### src/rtl/rxf_pkg.sv
package rxf_pkg;

  // Number of threshold codes carried by the FIFO-control word.
  localparam int unsigned TRIG_CODES = 4;

  // Threshold code to fill level.
  function automatic logic [7:0] trig_level(input logic [1:0] code);
    logic [7:0] lvl;
    unique case (code)
      2'd0:    lvl = 8'd1;
      2'd1:    lvl = 8'd4;
      2'd2:    lvl = 8'd8;
      default: lvl = 8'd14;
    endcase
    return lvl;
  endfunction

endpackage

### src/rtl/rxf_store.sv
module rxf_store #(
  parameter int unsigned DW    = 8,
  parameter int unsigned DEPTH = 16,
  localparam int unsigned PW   = $clog2(DEPTH),
  localparam int unsigned CW   = $clog2(DEPTH + 1)
) (
  input  logic          clk,
  input  logic          rst_n,
  input  logic          flush,
  input  logic          push,
  input  logic          pop,
  input  logic [DW-1:0] wdata,
  output logic [DW-1:0] head_data,
  output logic [CW-1:0] count,
  output logic [CW-1:0] count_nxt
);

  localparam bit POW2 = ((DEPTH & (DEPTH - 1)) == 0);

  logic [DW-1:0] mem [DEPTH];
  logic [PW-1:0] wptr_q, wptr_d, wptr_inc;
  logic [PW-1:0] rptr_q, rptr_d, rptr_inc;
  logic [CW-1:0] cnt_q,  cnt_d;

  // Pointer advance: free wrap for a power-of-two depth, compare otherwise.
  generate
    if (POW2) begin : g_wrap_free
      always_comb begin
        wptr_inc = wptr_q + PW'(1);
        rptr_inc = rptr_q + PW'(1);
      end
    end else begin : g_wrap_cmp
      always_comb begin
        wptr_inc = (wptr_q == PW'(DEPTH - 1)) ? '0 : wptr_q + PW'(1);
        rptr_inc = (rptr_q == PW'(DEPTH - 1)) ? '0 : rptr_q + PW'(1);
      end
    end
  endgenerate

  always_comb begin
    wptr_d = wptr_q;
    rptr_d = rptr_q;
    cnt_d  = cnt_q;
    if (flush) begin
      wptr_d = '0;
      rptr_d = '0;
      cnt_d  = '0;
    end else begin
      if (push) wptr_d = wptr_inc;
      if (pop)  rptr_d = rptr_inc;
      cnt_d = cnt_q + {{(CW-1){1'b0}}, push} - {{(CW-1){1'b0}}, pop};
    end
  end

  always_ff @(posedge clk or negedge rst_n) begin
    if (!rst_n) begin
      wptr_q <= '0;
      rptr_q <= '0;
      cnt_q  <= '0;
    end else begin
      wptr_q <= wptr_d;
      rptr_q <= rptr_d;
      cnt_q  <= cnt_d;
    end
  end

  // Storage carries no reset; an entry is only read after it was written.
  always_ff @(posedge clk) begin
    for (int i = 0; i < int'(DEPTH); i++) begin
      if (push && !flush && (wptr_q == PW'(i))) mem[i] <= wdata;
    end
  end

  assign head_data = mem[rptr_q];
  assign count     = cnt_q;
  assign count_nxt = cnt_d;

  AST_CNT_LIMIT: assert property (@(posedge clk) disable iff (!rst_n)
    cnt_q <= CW'(DEPTH));
  AST_NO_PUSH_ON_FULL: assert property (@(posedge clk) disable iff (!rst_n)
    push |-> (cnt_q != CW'(DEPTH)));
  AST_NO_POP_ON_EMPTY: assert property (@(posedge clk) disable iff (!rst_n)
    pop |-> (cnt_q != '0));
  AST_FLUSH_EMPTIES: assert property (@(posedge clk) disable iff (!rst_n)
    flush |=> (cnt_q == '0));

endmodule

### src/rtl/rxf_timeout.sv
module rxf_timeout #(
  parameter int unsigned ETU_CYCLES = 4,
  parameter int unsigned TMO_UNITS  = 15,
  localparam int unsigned LOAD      = ETU_CYCLES * TMO_UNITS,
  localparam int unsigned TW        = $clog2(LOAD + 1)
) (
  input  logic clk,
  input  logic rst_n,
  input  logic restart,
  input  logic cancel,
  output logic expire
);

  logic [TW-1:0] tmr_q, tmr_d;

  always_comb begin
    expire = (tmr_q == TW'(1)) && !restart && !cancel;
    if (cancel)              tmr_d = '0;
    else if (restart)        tmr_d = TW'(LOAD);
    else if (tmr_q != '0)    tmr_d = tmr_q - TW'(1);
    else                     tmr_d = tmr_q;
  end

  always_ff @(posedge clk or negedge rst_n) begin
    if (!rst_n) tmr_q <= '0;
    else        tmr_q <= tmr_d;
  end

  AST_TMR_IDLE_STAYS: assert property (@(posedge clk) disable iff (!rst_n)
    (tmr_q == '0) && !restart |=> (tmr_q == '0));
  AST_TMR_CANCEL: assert property (@(posedge clk) disable iff (!rst_n)
    cancel |=> !expire);

endmodule

### src/rtl/rxf_status.sv
module rxf_status #(
  parameter int unsigned CW = 5
) (
  input  logic          clk,
  input  logic          rst_n,
  input  logic          flush,
  input  logic          push,
  input  logic          pop,
  input  logic [CW-1:0] count_nxt,
  input  logic [CW-1:0] trig,
  input  logic          expire,
  input  logic          ie,
  output logic          full,
  output logic          irq
);

  logic full_q, full_d, irq_q, irq_d;
  logic reach, drain;

  always_comb begin
    reach = push && (count_nxt >= trig);
    drain = pop && !push && (count_nxt < trig);

    full_d = full_q;
    if (flush)                full_d = 1'b0;
    else if (reach || expire) full_d = 1'b1;
    else if (drain)           full_d = 1'b0;

    irq_d = irq_q;
    if (flush || !ie)         irq_d = 1'b0;
    else if (reach || expire) irq_d = 1'b1;
    else if (drain)           irq_d = 1'b0;
  end

  always_ff @(posedge clk or negedge rst_n) begin
    if (!rst_n) begin
      full_q <= 1'b0;
      irq_q  <= 1'b0;
    end else begin
      full_q <= full_d;
      irq_q  <= irq_d;
    end
  end

  assign full = full_q;
  assign irq  = irq_q;

  AST_FULL_AT_TRIG: assert property (@(posedge clk) disable iff (!rst_n)
    push && !flush && (count_nxt >= trig) |=> full_q);
  AST_EXPIRE_SETS: assert property (@(posedge clk) disable iff (!rst_n)
    expire && !flush |=> full_q);
  AST_IRQ_NEEDS_IE: assert property (@(posedge clk) disable iff (!rst_n)
    irq_q |-> $past(ie));
  AST_IRQ_WITH_FULL: assert property (@(posedge clk) disable iff (!rst_n)
    irq_q |-> full_q);

endmodule

### src/rtl/rx_trig_fifo.sv
module rx_trig_fifo #(
  parameter int unsigned DW         = 8,
  parameter int unsigned DEPTH      = 16,
  parameter int unsigned ETU_CYCLES = 4,
  parameter int unsigned TMO_UNITS  = 15,
  localparam int unsigned CW        = $clog2(DEPTH + 1)
) (
  input  logic          clk,
  input  logic          rst_n,
  input  logic          rx_en,
  input  logic          rxint_en,
  input  logic          rx_valid,
  input  logic [DW-1:0] rx_byte,
  input  logic          fctl_wr,
  input  logic [7:0]    fctl_data,
  input  logic          rd_req,
  output logic [DW-1:0] rd_data,
  output logic [CW-1:0] fill_count,
  output logic          rx_full,
  output logic          rx_irq,
  output logic          overrun
);

  import rxf_pkg::*;

  localparam logic [CW-1:0] FULL_CNT = CW'(DEPTH);

  logic          flush, push_ok, pop_ok, drop;
  logic [CW-1:0] cnt, cnt_nxt;
  logic [CW-1:0] trig_q, trig_d;
  logic [DW-1:0] head_data;
  logic [DW-1:0] rdat_q, rdat_d;
  logic          ovr_q, ovr_d;
  logic          tmr_restart, tmr_cancel, tmr_expire;

  // Request qualification.
  always_comb begin
    flush       = fctl_wr && fctl_data[1];
    push_ok     = rx_valid && rx_en && !flush && (cnt != FULL_CNT);
    drop        = rx_valid && rx_en && !flush && (cnt == FULL_CNT);
    pop_ok      = rd_req && !flush && (cnt != '0);
    tmr_restart = push_ok && (cnt_nxt < trig_q);
    tmr_cancel  = flush || (push_ok && (cnt_nxt >= trig_q));
  end

  // Next-state for top-level registers.
  always_comb begin
    trig_d = trig_q;
    if (fctl_wr) trig_d = CW'(trig_level(fctl_data[7:6]));
    rdat_d = rdat_q;
    if (rd_req) rdat_d = pop_ok ? head_data : '0;
    ovr_d = drop;
  end

  always_ff @(posedge clk or negedge rst_n) begin
    if (!rst_n) begin
      trig_q <= CW'(1);
      rdat_q <= '0;
      ovr_q  <= 1'b0;
    end else begin
      trig_q <= trig_d;
      rdat_q <= rdat_d;
      ovr_q  <= ovr_d;
    end
  end

  rxf_store #(.DW(DW), .DEPTH(DEPTH)) u_store (
    .clk       (clk),
    .rst_n     (rst_n),
    .flush     (flush),
    .push      (push_ok),
    .pop       (pop_ok),
    .wdata     (rx_byte),
    .head_data (head_data),
    .count     (cnt),
    .count_nxt (cnt_nxt)
  );

  rxf_timeout #(.ETU_CYCLES(ETU_CYCLES), .TMO_UNITS(TMO_UNITS)) u_tmo (
    .clk     (clk),
    .rst_n   (rst_n),
    .restart (tmr_restart),
    .cancel  (tmr_cancel),
    .expire  (tmr_expire)
  );

  rxf_status #(.CW(CW)) u_stat (
    .clk       (clk),
    .rst_n     (rst_n),
    .flush     (flush),
    .push      (push_ok),
    .pop       (pop_ok),
    .count_nxt (cnt_nxt),
    .trig      (trig_q),
    .expire    (tmr_expire),
    .ie        (rxint_en),
    .full      (rx_full),
    .irq       (rx_irq)
  );

  assign rd_data    = rdat_q;
  assign fill_count = cnt;
  assign overrun    = ovr_q;

  AST_OVR_ONLY_FULL: assert property (@(posedge clk) disable iff (!rst_n)
    overrun |-> $past(fill_count == FULL_CNT));
  AST_OVR_PULSE: assert property (@(posedge clk) disable iff (!rst_n)
    overrun && !drop |=> !overrun);
  AST_EMPTY_READ_ZERO: assert property (@(posedge clk) disable iff (!rst_n)
    rd_req && (fill_count == '0) |=> (rd_data == '0));
  AST_RXEN_GATE: assert property (@(posedge clk) disable iff (!rst_n)
    !rx_en && !rd_req && !fctl_wr |=> $stable(fill_count));

endmodule

### config.mk
export PLATFORM = sky130hd
export DESIGN_NAME = rx_trig_fifo
export DESIGN_NICKNAME = d
export VERILOG_FILES = /design/src/rtl/rxf_pkg.sv /design/src/rtl/rxf_store.sv /design/src/rtl/rxf_timeout.sv /design/src/rtl/rxf_status.sv /design/src/rtl/rx_trig_fifo.sv
export SDC_FILE = /design/constraint.sdc
export NUM_CORES = 1
export LEC_CHECK = 0
export BUFFER_PORTS_ARGS = -buffer_cell sky130_fd_sc_hd__buf_2
export CORE_MARGIN = 5
export CORE_UTILIZATION = 45
export CTS_CLUSTER_SIZE = 40
export DETAILED_ROUTE_END_ITERATION = 10
export PLACE_DENSITY = 0.6
export SLEW_MARGIN = 20
export SYNTH_ARGS = -nofsm -noshare
export SYNTH_HDL_FRONTEND = slang
export SYNTH_SLANG_ARGS = --single-unit
### constraint.sdc
create_clock -name clk -period 10.6 [get_ports clk]
set_clock_uncertainty 0.2 [all_clocks]
set_input_delay 2.12 -clock clk [delete_from_list [all_inputs] [get_ports clk]]
set_output_delay 2.12 -clock clk [all_outputs]
set_load 0.03 [all_outputs]
[Word-level counts from Yosys, hierarchy flattened]
Memories as Yosys holds them, arrays and structs flattened.
Cells that the tools add are included.
Word-level totals
  memories kept: 1
  word-level logic and storage cells: 190
  RAM bits: 128
  latch bits: 0
  memory bits (read-only): 0
  register bits after elaboration: 35
  output and inout bits: 16
  input bits: 23
Cells by class
  equal/unequal tests: 20
  reduce and logical (&&, ||, !) cells: 62
  multipliers: 0
  $lt $le $gt $ge: 2
  add/sub/neg operators: 5
  shifts and indexed selects: 0
  mux-type cells: 91
  divide/modulo/power cells: 0
  bitwise operators: 0
Memories
  u_store.mem: words 16, bits a word 8, rd ports 1, clocked after memory_dff 0, write ports 1, RTL line rxf_store.sv:20  | logic [DW-1:0] mem [DEPTH];
Operator list (count)
  $mux 8: 16
  $reduce_or 8->1: 15
  $mux 4: 19
  $mux 1: 51
  $eq 4x4->1 const B: 8
  $logic_and 1x1->1: 30
  $mux 6: 3
  $eq 4x3->1 const B: 4
  $pmux 4 s3: 1
  $reduce_bool 3->1: 3
  $add 4x1->4 const B: 2
  $eq 4x2->1 const B: 2
  $eq 6x1->1 const B: 1
  $reduce_bool 6->1: 1
  $sub 6x1->6 const B: 1
  $add 5x1->5: 1
  $eq 5x5->1 const B: 1
  $ge 5x5->1: 1
  $logic_not 1->1: 5
  $lt 5x5->1: 1
  $mux 5: 1
  $ne 5x5->1 const B: 1
  $reduce_bool 5->1: 1
  $sub 5x1->5: 1
  other kinds (7): 10

[Depth between registers and ports, before layout]
Gate-level depths: netlist (run 1).
  word-level depth: 24
  mapped depth: 17
  mapped depth without buffers: 17

[Modules after synthesis]
Synthesis (run 1) repeated with hierarchy kept, for this count alone.
Second synthesis, totals
  cells, all modules: 436
  area, all modules: 7029.2 µm²
Modules (own cells, without submodules)
  rxf_store: instances 1, seq. area each 4169.0 µm², area an instance 5770.5 µm², cells each 299
  rx_trig_fifo: instances 1, seq. area each 326.6 µm², area an instance 674.4 µm², cells each 70
  rxf_timeout: instances 1, seq. area each 150.1 µm², area an instance 367.9 µm², cells each 40
  rxf_status: instances 1, seq. area each 50.0 µm², area an instance 216.5 µm², cells each 27

[Worst setup path after synthesis (run 1)]
OpenSTA, ideal clock, no wires.
  path type: input to register
  start point: input port fctl_wr
  end point: register u_tmo.tmr_q[2]
  required time: 10314 ps
  buffers on the path: 3
  library setup time: 86 ps
  data arrival time: 4938 ps
  stages: 16
  setup slack: 5376 ps
  cell sequence: buf_2 -> and2_0 -> buf_2 -> nor3b_4 -> buf_4 -> ha_1 -> inv_1 -> fa_1 -> xor2_1 -> nor2_1 -> ha_1 -> a21o_1 -> a21oi_1 -> o21ai_0 -> o21a_1 -> nor3_1
On the way
  longest elaborated chain between the ends: 11
  elaborated cells between the ends (all ways): 17
  those cells by class: 2 x add/sub; 2 x order compare; 3 x mux; 10 x reduce/logical
RTL lines
  start, declared: RTL line rx_trig_fifo.sv:14  | input logic fctl_wr,
  $logic_and 1x1->1 (*): RTL line rx_trig_fifo.sv:38  | flush = fctl_wr && fctl_data[1];
  $logic_not 1->1: RTL line rx_trig_fifo.sv:39, rx_trig_fifo.sv:41
  $logic_and 1x1->1 (2 in series): RTL line rx_trig_fifo.sv:39  | push_ok = rx_valid && rx_en && !flush && (cnt != FULL_CNT);
  $add 5x1->5: RTL line rxf_store.sv:51  | cnt_d = cnt_q + {{(CW-1){1'b0}}, push} - {{(CW-1){1'b0}}, pop};
  $sub 5x1->5: RTL line rxf_store.sv:51
  $mux 5 (*): RTL line rxf_store.sv:44  | if (flush) begin
  named net cnt_nxt[2]: RTL line rx_trig_fifo.sv:29  | logic [CW-1:0] cnt, cnt_nxt;
  $lt 5x5->1 / $ge 5x5->1 (equally long branches): RTL line rx_trig_fifo.sv:42, rx_trig_fifo.sv:43
  $logic_and 1x1->1 (on tied branches): RTL line rx_trig_fifo.sv:42, rx_trig_fifo.sv:43
  $mux 6 / $logic_or 1x1->1 (equally long branches): RTL line rxf_timeout.sv:19, rx_trig_fifo.sv:43
  $mux 6 / $reduce_bool 3->1 (equally long branches)
  end signal, assigned: RTL line rxf_timeout.sv:26  | else tmr_q <= tmr_d;
  end, declared: RTL line rxf_timeout.sv:14  | logic [TW-1:0] tmr_q, tmr_d;
Mark *: on every way through the listed nets, which the timed path passes. The rest lies on a longest branch.
A chain may end at the register's enable or synchronous reset.

[Worst setup path after layout (run 1)]
  start point: input port fctl_wr
  end point: register u_tmo.tmr_q[3]
The elaborated chain is that of the path after synthesis.

==> flow_summary.yaml, run 1 <==
clock_network:
  cts-root-buf: "clkbuf_16"
  cts.sinks: 162
  h-tree-depth: 4
  clk_latency_ns: 0.42
  numCtsBuffers: 17
  postCtsSetupBuffers: 0
  cts_hold_buf: 0
  cts_tree: "done"
  cts_resized: 0
  clock_path_buffers: 2
  clk_pin_slew_ns: 0.06
critical_path:
  worst_ep_arrival_time_ns: 5.91
  startpoint: "fctl_wr"
  critPathMaxFanout: 18
  worstSetupPathType: "input pin to register"
  crit_required_ns: 10.73
  r2r-start: "u_store.count[2]"
  critical_path.endpoint_type: "register"
  worstSetupStartpointType: "input pin"
pwr:
  clkPwrFrac: 0.316
  switching_share: 0.3089
  ir_worst_vdd_v: 0.0001131
  switchingPower_mw: 0.6083
  pwr-share-seq: 0.403
  p_int_mw: 1.361
  combPwrFrac: 0.281
  p_leak_nw: 2.892
  power.density_mw_per_mm2: 251.1
floorplanning:
  row_count: 45
  start_util: 0.4555
  die-width_um: 133.8
  coreArea_mm2: 0.01515
  pin_count: 39
  die-area_mm2: 0.01791
  die_h_um: 133.8
global_routing:
  grt_pass1_vias: 3693
  grt_usage: 0.1602
  grt_antenna_before_repair: 0
  grt_overflow: 0
  grt_pass1_wl_um: 20980
  grt_start_max_net_pins: 35
synth:
  synthArstFlopShare: 0.2099
  yosys.area_share.simple: 0.08596
  synth-adder-area-share: 0.03555
  synth_sequential_area_ratio: 0.6806
  synth_nets: 455
  synth_compound_area_frac: 0.02267
  syn_avg_cell_area_um2: 16.70
  synth-seq-cells: 162
  yosys_warnings: 0
  synth_xor_area_frac: 0.01777
  synth_edf_count: 128
  synth_mux_area_frac: 0.1318
  synth_top_family_by_area: "multiplexers"
  synth_cell_types: 42
  synthCells: 413
  syn-cell-area_mm2: 0.006899
  synthFlopType: "edfxtp_1"
layout:
  area_growth_pct: 13.71
  layout_commonest_cell: "edfxtp_1"
  final_cell_mix: "edfxtp_1 (128), buf_2 (33), dfrtp_1 (33)"
  nets: 497
  diodes: 0
  drive_gt1_frac: 0.2099
placement:
  post-place-ws_ns: 4.349
  gp_congestion: 0.7742
  io_buffers: 33
  dpl.hpwl_um: 8385
routing:
  first_pass_iters: 5
  detail-route-antenna-nets: 0
  drtIter0Drc: 232
  wl_per_cell_um: 20.28
  viasPerCell: 5.411
  wl_um: 13280
  drcViolationCount: 0
  num_vias: 3544
timing:
  fmax_ghz: 0.1731
  rsz0062_at_grt: "false"
  layout_setup_ws_ns: 4.823
  period_needed_ns: 5.777
  hold_viol: 0
  tns_ns: 0
  slew_viol_final: 0
  slew_headroom: 0.3632
  layout_worst_path_cycle_share: 0.5450
  worst_slew_pin_slew_ns: 0.9547
  final-setup-viol-count: 0
hold_path:
  worst_hold_startpoint: "trig_q[3]"
  hp-class: "register to register"
job:
  drv_cap: 0
run_status:
  status: "finished, final reports clean"
state kept, by name (all words and copies together) (netlist names):
register        cells
u_store.rptr_q      4
u_store.wptr_q      4
overrun             1
u_store.count       5
u_stat.irq          1
u_tmo.tmr_q         6
rd_data             8
u_store.mem       128
trig_q              4
u_stat.full         1
layout make-up:
type	instances	area, um^2
Clock inverter	14	177.7
Inverter	19	71.32
Timing Repair Buffer	38	202.7
Clock buffer	17	425.4
Tap cell	188	235.2
Fill cell	1228	7301
Multi-Input combinational cell	217	2037
Sequential cell	162	4696
worst paths after layout:
kind | end | slack, ns | cells after the start
hold / removal | trig_q[3] | 0.35 | 2
setup reg to reg | u_tmo.tmr_q[3] | 6.37 | 17
setup / recovery | u_tmo.tmr_q[3] | 4.82 | 14
hold reg to reg | trig_q[3] | 0.35 | 2
max in group asynchronous | u_store.count[2] | 8.07 | 1
min in group asynchronous | u_tmo.tmr_q[4] | 1.60 | 1
per-layer routing:
layer	wire length [um]	track usage
met1	5977	0.2094
met2	6729	0.2661
met3	408	0.03676
met4	169	0.05486
met5	0	0
critical path: stages:
cell	delay, ns
buf_2	0.15
and2_0	0.51
nor3b_4	0.77
ha_1	0.31
inv_1	0.06
fa_1	0.38
xor2_1	0.14
nor2_1	0.07
ha_1	0.35
a21o_1	0.16
a21oi_1	0.26
o21ai_0	0.17
o21a_1	0.25
nor3_1	0.21
cells in the mapped netlist (11+ instances only):
library cell	instances	area (um^2)
edfxtp_1	128	3844
dfrtp_1	33	825.8
nor2_1	26	97.59
nand2_1	22	82.58
inv_1	19	71.32
ha_1	18	225.2
mux4_1	18	473.0
mux4_2	14	315.3
a21oi_1	12	60.06
nand3_1	12	60.06
nor2b_1	11	68.82
nor3_1	11	55.05
power by group through the flow:
stage / Clock (mW) / Sequential [mW] / Combinational (mW)
detailed placement: 0 / 0.808 / 0.556
CTS: 0.634 / 0.795 / 0.562
floorplan: 0 / 0.838 / 0.394
finish: 0.623 / 0.793 / 0.553
global route: 0.664 / 0.802 / 0.619
global placement: 0 / 0.807 / 0.549
metrics by stage:
step                area, um^2  power, mW  hold WS (ns)  utilization  cells
floorplan                 6899      1.232        0.3075            -    413
global placement          7242      1.356        0.3369       0.4782    624
detailed placement        7242      1.364        0.3428       0.4782    624
CTS                       7845      1.991        0.3541       0.5180    655
global route              7845      2.085        0.3921       0.5180    655
finish                    7845      1.970        0.3498       0.5180    655
logic make-up (layout without fill, tap and decap cells):
group,count (synthesis),after routing
flops,162,162
simple gates,114,114
mux,43,43
buf+inv,34,88
compound gates,27,27
fa+ha+maj,19,19
xor+xnor,14,14
Power figures use the tool's default switching activity.
==> run 2: changes to the inputs <==
--- a/config.mk
+++ b/config.mk
@@ -5,12 +5,13 @@
 export SDC_FILE = /design/constraint.sdc
 export NUM_CORES = 1
 export LEC_CHECK = 0
+export ABC_AREA = 1
 export BUFFER_PORTS_ARGS = -buffer_cell sky130_fd_sc_hd__buf_2
 export CORE_MARGIN = 5
 export CORE_UTILIZATION = 45
 export CTS_CLUSTER_SIZE = 40
 export DETAILED_ROUTE_END_ITERATION = 10
-export PLACE_DENSITY = 0.6
+export PLACE_DENSITY = 0.62
 export SLEW_MARGIN = 20
 export SYNTH_ARGS = -nofsm -noshare
 export SYNTH_HDL_FRONTEND = slang
==> constraint.sdc (replaced) <==
create_clock -name clk -period 4.8 [get_ports clk]
set_clock_uncertainty 0.2 [all_clocks]
set_input_delay 0.96 -clock clk [delete_from_list [all_inputs] [get_ports clk]]
set_output_delay 0.96 -clock clk [all_outputs]
set_load 0.03 [all_outputs]
==> flow_summary.yaml, run 2 <==
hold_path:
  whs_path_depth: 2
  hp-class: "register to register"
  min_to: "trig_q[0]"
  worst_hold_startpoint: "trig_q[0]"
layout:
  regArea_mm2: 0.004697
  largest_reg_flops: 128
  nets: 718
  multi_input_area_mm2: 0.001936
  area_growth_pct: 13.62
  regMostFlops: "u_store.mem"
  layout_commonest_cell: "edfxtp_1"
  final_cell_mix: "edfxtp_1 (128), nand2_1 (126), nor2_1 (67)"
  diodes: 0
  drive_gt1_frac: 0.1190
  nFillCells: 1360
timing:
  hold_ws_ns: 0.2920
  worst_slew_pin_slew_ns: 0.8775
  tns_ns: 0
  slew_viol_final: 0
  rsz0062_at_grt: "false"
  period_needed_ns: 3.942
  fmax_ghz: 0.2536
  slew_headroom: 0.4128
  hold_viol: 0
  layout_worst_path_cycle_share: 0.8213
  final-setup-viol-count: 0
synth:
  synthArstFlopShare: 0.2099
  synth_sequential_area_ratio: 0.6697
  synth-seq-cells: 162
  synthCells: 642
  synth.area.top_cells: "edfxtp_1 (55%), dfrtp_1 (12%), nand2_1 (6.7%)"
  yosysMostFrequentCell: "edfxtp_1"
  synth_nets: 684
  synth_top_area_share: 0.5482
  synthFlopType: "edfxtp_1"
  yosys_warnings: 0
  syn-cell-area_mm2: 0.007012
  synth_common_cells: "edfxtp_1 (128), nand2_1 (126), nor2_1 (68)"
  synth_area_leader_cell: "edfxtp_1"
  syn_avg_cell_area_um2: 10.92
  synth_edf_count: 128
  synth_cell_types: 35
routing:
  viasPerCell: 5.003
  wl_per_cell_um: 16.77
  wl_um: 15090
  detail-route-antenna-nets: 0
  first_pass_iters: 4
  num_vias: 4503
  drcViolationCount: 0
  drtIter0Drc: 359
job:
  drv_cap: 0
critical_path:
  worst_ep_arrival_time_ns: 4.08
  r2r_end: "u_tmo.tmr_q[3]"
  reg2reg_slack_ns: 1.05
  worstSetupPathType: "input pin to register"
  critPathMaxFanout: 9
  worstSetupStartpointType: "input pin"
  critical_path.endpoint_type: "register"
  reg2reg_depth: 23
  crit_required_ns: 4.94
  r2r-start: "u_store.count[3]"
clock_network:
  clk_latency_ns: 0.42
  cts_hold_buf: 0
  clk_pin_slew_ns: 0.06
  cts_tree: "done"
  h-tree-depth: 4
  clock_path_buffers: 2
  cts.sinks: 162
  cts_resized: 0
  postCtsSetupBuffers: 0
  cts-root-buf: "clkbuf_16"
  numCtsBuffers: 17
floorplanning:
  die_h_um: 134.8
  coreArea_mm2: 0.01526
  row_count: 45
  start_util: 0.4595
  die-width_um: 134.8
  pin_count: 39
  die-area_mm2: 0.01818
run_status:
  status: "finished, final reports clean"
pwr:
  power.density_mw_per_mm2: 575.5
  ir_worst_vdd_v: 0.0003321
  p_leak_nw: 3.225
global_routing:
  grt_usage: 0.1771
  grt_pass1_wl_um: 24180
  grt_overflow: 0
  grt_start_max_net_pins: 89
  grt_pass1_vias: 4429
  grt_antenna_before_repair: 0
placement:
  dpl.hpwl_um: 9955
  gp_congestion: 0.8015
  io_buffers: 33
run 2: cell count changes after synthesis, sizes merged, moves of 11 or more:
cell,delta
nand3,+28
inv,+50
a21oi,+20
nand2,+107
nor2,+45
nor2b,-11
o21ai,+50
mux4,-32
o211ai,+15
run 2: how the worst max path moves through the flow:
stage / slack, ns / end / start
6_report: 0.86 / u_tmo.tmr_q[3] / rd_req
5_1_grt: 0.44 / u_tmo.tmr_q[3] / rd_req
2_1_floorplan: 0.90 / u_tmo.tmr_q[2] / rd_req
3_5_place_dp: 0.43 / u_tmo.tmr_q[3] / rd_req
3_3_place_gp: 0.47 / u_tmo.tmr_q[3] / rd_req
4_1_cts: 0.86 / u_tmo.tmr_q[3] / rd_req
run 2: cell families (layout without fill, tap and decap cells):
family	after synthesis	in the layout	synth area share
AND/OR/NAND/NOR	251	251	0.1488
flip-flops	162	162	0.6697
AO/OA/AOI/OAI	111	111	0.08690
buffers and inverters	95	142	0.05461
adder cells (fa/ha/maj)	19	19	0.03498
XOR/XNOR	4	4	0.004997
run 2: layout make-up:
class / count / area share
repair buffers: 38 / 0.02544
clock inverters: 9 / 0.01335
multi-input cells: 385 / 0.2430
well taps: 211 / 0.03314
clock buffers: 23 / 0.06125
flip-flops and latches: 162 / 0.5896
inverters: 72 / 0.03424
run 2: stage by stage:
step | worst slack (ns) | area (um^2) | cells | power [mW] | util
floorplan | 0.8952 | 7012 | 642 | 2.844 | -
global placement | 0.4695 | 7370 | 868 | 3.256 | 0.4830
detailed placement | 0.4345 | 7370 | 868 | 3.290 | 0.4830
CTS | 0.8637 | 7964 | 900 | 4.621 | 0.5219
global route | 0.4426 | 7966 | 900 | 4.896 | 0.5221
finish | 0.8575 | 7966 | 900 | 4.584 | 0.5221
run 2: power by group:
| part | switching [mW] | internal [mW] |
|---|---|---|
| Combinational | 1.05 | 0.471 |
| Sequential | 0.106 | 1.64 |
| Clock | 0.505 | 0.819 |
run 2: layer usage:
layer  global-route usage  share of wire
met3              0.03689          0.040
met2               0.2854           0.49
met4              0.05995          0.012
met5                    0              0
met1               0.2410           0.45
run 2: worst max-delay path, stage by stage:
cell and delay, ns:
buf_2 0.12, clkinv_1 0.21, nor2_1 0.16, nand2_1 0.08, inv_1 0.17, ha_1 0.26, inv_1 0.06, ha_1 0.13
inv_1 0.06, fa_1 0.35, inv_1 0.09, o21ai_0 0.08, a21oi_1 0.17, ha_1 0.29, nand2_1 0.07, nand2_1 0.04
nand2_1 0.05, nand2_1 0.05, nor2_1 0.18, nand3_1 0.12, nand2_1 0.13, nand3_1 0.14, nor2_1 0.13
